--- config.mk ---
export PLATFORM = sky130hd
export DESIGN_NAME = fp32_packer
export DESIGN_NICKNAME = d
export VERILOG_FILES = /design/src/rtl/fp32_packer.sv
export SDC_FILE = /design/constraint.sdc
export NUM_CORES = 1
export LEC_CHECK = 0
export BUFFER_PORTS_ARGS = -buffer_cell sky130_fd_sc_hd__buf_2
export CAP_MARGIN = 20
export CORE_UTILIZATION = 45
export CTS_CLUSTER_DIAMETER = 60
export DETAILED_ROUTE_END_ITERATION = 8
export PLACE_DENSITY = 0.61
export SETUP_SLACK_MARGIN = 0.4
export SLEW_MARGIN = 40
export SYNTH_ARGS = -nofsm -noshare
export SYNTH_HDL_FRONTEND = slang
export SYNTH_SLANG_ARGS = --single-unit
--- constraint.sdc ---
create_clock -name clk -period 17.5 [get_ports clk]
set_input_delay 0 -clock clk [delete_from_list [all_inputs] [get_ports clk]]
set_output_delay 0 -clock clk [all_outputs]
set_load 0.01 [all_outputs]
--- src/rtl/fp32_packer.sv ---
module fp32_packer #(
  parameter int EXP_W  = 10,
  parameter int MANT_W = 28
) (
  input  logic                    clk,
  input  logic                    rst_n,
  input  logic                    in_valid,
  input  logic [1:0]              in_class,
  input  logic                    in_sign,
  input  logic signed [EXP_W-1:0] in_exp,
  input  logic [MANT_W-1:0]       in_mant,
  input  logic                    in_sticky,
  input  logic [1:0]              rnd_mode,
  output logic                    out_valid,
  output logic [31:0]             out_word,
  output logic                    out_operr,
  output logic                    out_inexact
);
  localparam int FRAC_W = 23;
  localparam int BIAS   = 127;
  localparam int EMAX   = 255;
  localparam int BE_W   = EXP_W + 2;
  localparam int SH_W   = $clog2(MANT_W + 1) + 1;
  localparam int XW     = 2 * MANT_W;
  localparam int KW     = FRAC_W + 1;

  logic signed [BE_W-1:0] bexp, shraw, eadj;
  logic                   subn, g, r, s, up, inex, ovf, to_inf;
  logic [SH_W-1:0]        sh;
  logic [XW-1:0]          ext;
  logic [KW-1:0]          kept;
  logic [KW:0]            sum;
  logic [31:0]            word_num, word_n;
  logic                   operr_n, inex_n;

  assign bexp  = BE_W'(in_exp) + BE_W'(BIAS);
  assign subn  = (bexp <= 0);
  assign shraw = BE_W'(1) - bexp;

  always_comb begin
    if (!subn)
      sh = '0;
    else if (shraw > BE_W'(MANT_W))
      sh = SH_W'(MANT_W);
    else
      sh = shraw[SH_W-1:0];
  end

  assign ext  = {in_mant, {MANT_W{1'b0}}} >> sh;
  assign kept = ext[XW-1 -: KW];
  assign g    = ext[XW-KW-1];
  assign r    = ext[XW-KW-2];
  assign s    = (|ext[XW-KW-3:0]) | in_sticky;
  assign inex = g | r | s;

  always_comb begin
    case (rnd_mode)
      2'd0:    up = g & (r | s | kept[0]);
      2'd1:    up = 1'b0;
      2'd2:    up = ~in_sign & inex;
      default: up = in_sign & inex;
    endcase
  end

  assign sum    = {1'b0, kept} + (KW+1)'(up);
  assign eadj   = bexp + BE_W'(sum[KW]);
  assign ovf    = ~subn & (eadj >= BE_W'(EMAX));
  assign to_inf = (rnd_mode == 2'd0) | ((rnd_mode == 2'd2) & ~in_sign) |
                  ((rnd_mode == 2'd3) & in_sign);

  always_comb begin
    if (subn)
      word_num = {in_sign, 7'd0, sum[FRAC_W], sum[FRAC_W-1:0]};
    else if (ovf)
      word_num = to_inf ? {in_sign, 8'hFF, {FRAC_W{1'b0}}}
                        : {in_sign, 8'hFE, {FRAC_W{1'b1}}};
    else
      word_num = {in_sign, eadj[7:0], sum[FRAC_W-1:0]};
  end

  always_comb begin
    word_n  = {in_sign, 31'd0};
    operr_n = 1'b0;
    inex_n  = 1'b0;
    case (in_class)
      2'd0: word_n = {in_sign, 31'd0};
      2'd1: begin
        word_n  = word_num;
        operr_n = ovf;
        inex_n  = inex | ovf;
      end
      2'd2: word_n = {in_sign, 8'hFF, {FRAC_W{1'b0}}};
      default: word_n = {in_sign, 8'hFF, 1'b1, in_mant[MANT_W-3 -: FRAC_W-1]};
    endcase
  end

  always_ff @(posedge clk) begin
    if (!rst_n) begin
      out_valid   <= 1'b0;
      out_word    <= '0;
      out_operr   <= 1'b0;
      out_inexact <= 1'b0;
    end else begin
      out_valid <= in_valid;
      if (in_valid) begin
        out_word    <= word_n;
        out_operr   <= operr_n;
        out_inexact <= inex_n;
      end
    end
  end


  latency_chk: assert property (@(posedge clk) disable iff (!rst_n)
    in_valid |=> out_valid);

  idle_chk: assert property (@(posedge clk) disable iff (!rst_n)
    !in_valid |=> !out_valid);

  zero_chk: assert property (@(posedge clk) disable iff (!rst_n)
    (in_valid && in_class == 2'd0) |=> (out_word[30:0] == 31'd0 && !out_operr && !out_inexact));

  nan_chk: assert property (@(posedge clk) disable iff (!rst_n)
    (in_valid && in_class == 2'd3) |=> (out_word[30:22] == 9'h1FF));

  ovf_flags_chk: assert property (@(posedge clk) disable iff (!rst_n)
    (out_valid && out_operr) |-> (out_inexact && out_word[30:23] >= 8'hFE));

  rz_finite_chk: assert property (@(posedge clk) disable iff (!rst_n)
    (in_valid && in_class == 2'd1 && rnd_mode == 2'd1) |=> (out_word[30:23] != 8'hFF));

  subn_noerr_chk: assert property (@(posedge clk) disable iff (!rst_n)
    (in_valid && in_class == 2'd1 && subn) |=> !out_operr);
endmodule

==> run_results.csv, run 1 <==
group,metric,value,unit
logic_synthesis,synth-simple-area-share,27.5,%
timing,period_share,60.4,%
cts,path_clk_slew,50,ps
setup_path,cp-start-kind,"primary input",
cts,post_cts_buffers,0,
logic_synthesis,ys.warnings.count,0,
floorplan,core,0.0128,mm2
logic_synthesis,synthArstFlopShare,0,%
timing,fmax,0.0945,GHz
detailed_routing,first_pass_iters,5,
layout,drive_gt1_share,20.2,%
detailed_routing,vias,7461,
cts,cts_buffer_depth,2,
logic_synthesis,synth_top_family_by_area,"compound AO/OA/AOI/OAI gates",
detailed_routing,via_per_inst,7.04,
floorplan,initial_utilization,46.8,%
logic_synthesis,synthXorXnorAreaFrac,4.81,%
floorplan,dieArea,0.0138,mm2
pwr,total_power,0.000436,W
setup_path,critPathLaunch,"in_exp[0]",
pwr,p_int,0.000230,W
detailed_routing,highest_layer,"met4",
timing,hold_viol_final,0,
timing,rsz0062_at_grt,"false",
timing,skew,0,ps
layout,instances_no_fill,1060,
place,dpl.cell_count,1052,
global_route,track_usage,37.1,%
layout,stdcell_area,0.00664,mm2
setup_path,slowest_delay,650,ps
detailed_routing,drc,0,
cts,clock_latency,290,ps
logic_synthesis,ys_seq_area_share,11.7,%
cts,ctsResizeCount,0,
cts,clockRootBuffer,"clkbuf_16",
setup_path,path_buf_inv,5,
timing,setup_viol,0,
setup_path,cp_data_arrival_time,10750,ps
setup_path,cp_max_fo,25,
setup_path,reg2reg_slack,16430,ps
outcome,status,"completed",
cts,cts_tree,"done",
cts,cts_made_buffers,5,
global_route,antenna_found_initial,0,
layout,nets,945,
pwr,p_seq_share,20.1,%
timing,worst_pin_slew,893,ps
logic_synthesis,synth_seq_cells,35,
pwr,powerDensity,65.6,mW/mm2
logic_synthesis,synthAdderAreaFrac,2.08,%
floorplan,die_height,118,um
pwr,clock_power_share,23.4,%
global_route,grt_overflow,0,
global_route,grt_pass1_wl,40100,um
logic_synthesis,synth_cell_types,101,
cts,cts_hold_buf,1,
layout,n_antenna_cell,0,
timing,slew_violations,0,
setup_path,crit_type,"primary input to register",
timing,period_needed,10580,ps
pwr,p_comb_share,56.5,%
setup_path,critPathMostFrequentCell,"ha_1",
setup_path,critPathTopFamily,"simple AND/OR/NAND/NOR gates",
detailed_routing,met2_length,11100,um
setup_path,rr_startpoint,"out_word[20]",
floorplan,rows,41,
job,maxCapViolCount,0,
cts,h-tree-depth,2,
setup_path,cp.depth,42,
detailed_routing,drtIter0Drc,923,
logic_synthesis,synth_compound_area_share,40.5,%
timing,fin_tns_setup,0,ps
place,gp_routability_congestion,1.02,
logic_synthesis,synthMuxAreaShare,6.81,%
setup_path,crit_end,"out_word[8]",
logic_synthesis,syn_inst,839,
logic_synthesis,synth_fp_nets,896,
min_path,min_path_type,"primary input to register",
layout,syn2layout_area_growth,10.6,%
detailed_routing,met1_length,11000,um
global_route,grt_pass1_vias,6860,
pwr,power.ir.vdd_worst,0.0389,mV
floorplan,num_io_pins,82,
setup_path,r2r_end,"out_word[20]",
setup_path,endpoint_kind,"register",
place,post_dp_cell_area,0.00647,mm2
detailed_routing,drt_wl_total,26200,um
setup_path,critPathSlowestCell,"or4_1",
detailed_routing,ant_nets,0,
pwr,p_leak,2.50,nW
logic_synthesis,synth_edf_count,0,
detailed_routing,dr_wl_met3,2850,um
timing,max_slew_margin,40.1,%
detailed_routing,wl_per_cell,24.7,um
logic_synthesis,synth_area,0.00600,mm2
pwr,switching_share,47.2,%
logic_synthesis,syn_area_per_cell,7.16,um2
cts,numClockSinks,35,
pwr,switching_power,0.000206,W
place,numPortBuffers,81,
logic_synthesis,synth_ff_type,"dfxtp_1",
layout,final_core_util,51.8,%
floorplan,die_x,118,um
place,place_hpwl,20100,um
setup_path,r2r_cells,4,
global_route,grt_start_max_net_pins,40,
setup_path,cp.required,17670,ps
through the flow:
stage,worst slack [ps],hold WS [ps]
finish,6920,84.9
global route,5940,97.6
CTS,7200,73.6
detailed placement,6950,284
global placement,7000,279
floorplan,9070,138
power by group through the flow:
stage / Combinational (W) / Sequential [W] / Clock [W]
finish: 0.000246 / 0.0000876 / 0.000102
global route: 0.000260 / 0.0000881 / 0.000106
CTS: 0.000236 / 0.0000876 / 0.000102
detailed placement: 0.000234 / 0.0000892 / 0
global placement: 0.000235 / 0.0000891 / 0
floorplan: 0.000161 / 0.0000916 / 0
layout make-up:
type	count	area, um2
inverters	29	109
well taps	172	215
flip-flops and latches	35	701
clock buffers	5	125
clock inverters	2	37.5
multi-input cells	720	4930
fillers	1345	6180
repair buffers	97	526
cells in the final DEF, fill, tap and decap left out, types with 5 or more instances in the layout:
cell and instances:
nand3_1 41, xor2_1 18, nand2b_1 5, mux2_2 11
a22oi_1 18, o21ai_1 6, inv_1 28, buf_2 82
nor2_1 59, o31ai_1 9, a21oi_1 60, nor4_1 6
nand2_1 88, and2_1 6, xnor2_1 14, clkbuf_16 5
and3_1 12, o221ai_1 7, a21o_1 9, a21boi_0 5
a221oi_1 8, nand4_1 16, o22ai_1 18, a31oi_1 16
buf_4 14, o211ai_1 30, a21oi_2 5, o21ai_0 65
a211oi_1 5, dfxtp_1 35, nor2_2 5, nor2b_1 5
nor3_1 18, ha_1 10, mux2i_1 27
metal layers:
metal	global-route usage (%)	vias to the layer above
li1	-	3355
met1	49.5	3490
met2	55.7	530
met3	9.30	86
met4	17.1	0
met5	0	-
worst min path at each step:
stage                startpoint            to  slack [ps]  depth (start not counted)
floorplan                 rst_n   out_word[0]         140                          2
global placement        in_sign  out_word[31]         280                          3
detailed placement      in_sign  out_word[31]         280                          3
CTS                 in_mant[10]   out_word[6]          70                          2
global route        in_mant[10]   out_word[6]         100                          2
finish              in_mant[17]  out_word[13]          80                          3
sequential cells by signal (all words and copies together) (netlist names):
signal and flops:
out_inexact 1, out_operr 1, out_valid 1, out_word 32
synth_stat cells, types with 27 or more instances:
| cell type | n | area (um2) |
|---|---|---|
| o211ai_1 | 30 | 225 |
| clkbuf_1 | 30 | 113 |
| dfxtp_1 | 35 | 701 |
| nand2_1 | 88 | 330 |
| nor2_1 | 61 | 229 |
| nand3_1 | 42 | 210 |
| a21oi_1 | 60 | 300 |
| o21ai_0 | 66 | 330 |
| mux2i_1 | 27 | 270 |
| inv_1 | 28 | 105 |
cell families (layout without fill, tap and decap cells):
| logic type | Yosys count | in the layout |
|---|---|---|
| AO/OA/AOI/OAI | 332 | 332 |
| XOR/XNOR | 33 | 33 |
| adder cells (fa/ha/maj) | 10 | 10 |
| buffers and inverters | 84 | 133 |
| flip-flops | 35 | 35 |
| multiplexers | 39 | 39 |
| AND/OR/NAND/NOR | 306 | 306 |
worst reg2reg max path: cells and delay by family (launching register included):
family | cells | cell delay [ps]
and+or+nand+nor | 1 | 130
AOI/OAI and AO/OA | 2 | 310
muxes | 1 | 170
DFF | 1 | 320
No activity file was read; power rests on OpenSTA's default activity.
==> run 2, diff against run 1 <==
--- a/config.mk
+++ b/config.mk
@@ -10,7 +10,7 @@
 export CORE_UTILIZATION = 45
 export CTS_CLUSTER_DIAMETER = 60
 export DETAILED_ROUTE_END_ITERATION = 8
-export PLACE_DENSITY = 0.61
+export PLACE_DENSITY = 0.63
 export SETUP_SLACK_MARGIN = 0.4
 export SLEW_MARGIN = 40
 export SYNTH_ARGS = -nofsm -noshare
==> constraint.sdc (replaced) <==
create_clock -name clk -period 8.8 [get_ports clk]
set_input_delay 0 -clock clk [delete_from_list [all_inputs] [get_ports clk]]
set_output_delay 0 -clock clk [all_outputs]
set_load 0.01 [all_outputs]
==> run_results.csv, run 2 (same netlist as run 1, synthesis figures left out) <==
group,metric,value,unit
cts,cts_tree,"done",
cts,cts_buffer_depth,2,
setup_path,endpoint_kind,"register",
setup_path,r2r_end,"out_word[20]",
detailed_routing,drc,0,
place,gp_routability_congestion,1.04,
setup_path,critPathSlowestCell,"or4_4",
setup_path,cp_data_arrival_time,8050,ps
global_route,grt_pass1_wl,42500,um
layout,n_antenna_cell,0,
detailed_routing,drtIter0Drc,1079,
min_path,whs_path_depth,2,
floorplan,die_x,118,um
place,place_hpwl,21000,um
layout,stdcell_area,0.00723,mm2
global_route,track_usage,39.0,%
layout,fillCellCount,1262,
timing,period_needed,7940,ps
floorplan,num_io_pins,82,
layout,nets,986,
floorplan,dieArea,0.0138,mm2
min_path,min_path_type,"primary input to register",
cts,clockRootBuffer,"clkbuf_16",
detailed_routing,first_pass_iters,6,
timing,hold_viol_final,0,
cts,numClockSinks,35,
outcome,status,"completed",
global_route,grt_pass1_vias,7282,
floorplan,die_height,118,um
setup_path,cp_max_fo,10,
setup_path,cp-start-kind,"primary input",
setup_path,critPathMostFrequentCell,"ha_1",
detailed_routing,vias,7777,
setup_path,reg2reg_slack,7780,ps
setup_path,cp.depth,41,
detailed_routing,wl_per_cell,24.8,um
global_route,antenna_found_initial,0,
timing,fmax,0.126,GHz
setup_path,path_buf_inv,5,
setup_path,crit_type,"primary input to register",
job,maxCapViolCount,0,
timing,skew,0,ps
detailed_routing,drt_wl_total,27400,um
cts,path_clk_slew,50,ps
timing,setup_viol,0,
setup_path,critPathTopFamily,"compound AO/OA/AOI/OAI gates",
timing,slew_violations,0,
timing,max_slew_margin,51.0,%
layout,largest_reg_flops,32,
detailed_routing,ant_nets,0,
place,post_dp_cell_area,0.00670,mm2
timing,period_share,90.2,%
floorplan,rows,41,
floorplan,core,0.0128,mm2
detailed_routing,via_per_inst,7.06,
setup_path,rr_startpoint,"out_word[20]",
cts,clock_latency,290,ps
min_path,worstHoldEndpoint,"out_word[6]",
floorplan,initial_utilization,46.8,%
pwr,p_leak,2.74,nW
timing,fin_hold_ws,88.6,ps
setup_path,r2r_cells,4,
global_route,grt_overflow,0,
cts,cts_made_buffers,5,
timing,rsz0062_at_grt,"false",
place,numPortBuffers,81,
layout,layout_common_cells,"nand2_1, buf_2, a21oi_1, nor2_1",
layout,drive_gt1_share,27.3,%
timing,worst_pin_slew,733,ps
cts,h-tree-depth,2,
layout,top_register,"out_word",
setup_path,slowest_delay,650,ps
pwr,powerDensity,125,mW/mm2
min_path,hp-start,"in_mant[10]",
global_route,grt_start_max_net_pins,40,
setup_path,cp.required,8910,ps
pwr,power.ir.vdd_worst,0.108,mV
layout,syn2layout_area_growth,20.3,%
layout,final_common_cell,"nand2_1",
run 2: metal layers:
layer  track usage, %  share of wire [%]  up-vias
li1                 -                  -     3438
met3             8.58                 11       92
met4             15.1                4.0        0
met5                0                  0        -
met2             60.3                 44      587
met1             52.5                 41     3660
run 2: worst max path at each step:
stage / to / start / slack, ps
after CTS: out_word[7] / in_exp[1] / 480
after floorplan: out_word[3] / in_exp[0] / 410
final: out_word[7] / in_exp[1] / 860
after global placement: out_inexact / in_exp[1] / -80
after detailed placement: out_word[3] / in_exp[1] / -400
after global routing: out_word[11] / in_exp[1] / 370
run 2: metrics by stage:
stage,util (%),TNS [ps],std cells,total power [W],setup WS [ps]
floorplan,-,0,839,0.000503,411
global placement,52.2,-141,1084,0.000666,-84.1
detailed placement,52.3,-3940,1084,0.000667,-396
CTS,54.2,0,1095,0.000863,477
global route,56.3,0,1102,0.000947,371
finish,56.3,0,1102,0.000905,862
run 2: timing repair:
item / CTS / global route
buffers inserted: 2 / 7
pin swaps: 2 / 7
resized for setup: 15 / 50
hold buffers: 1 / 0
endpoints found under the setup margin: 24 / 32
endpoints found under the hold margin: 1 / 0
run 2: power by group:
part | internal (W) | switching (W)
clock network | 0.000113 | 0.0000723
logic | 0.000189 | 0.000356
registers | 0.000169 | 0.00000514
run 2: layout make-up:
type	count	area, um2	area share (%)
tap	172	215	2.98
clock buffer	6	139	1.92
inverter	29	113	1.56
multi-input combinational	720	5180	71.7
sequential	35	701	9.70
timing repair buffer	138	861	11.9
clock inverter	2	16.3	0.225
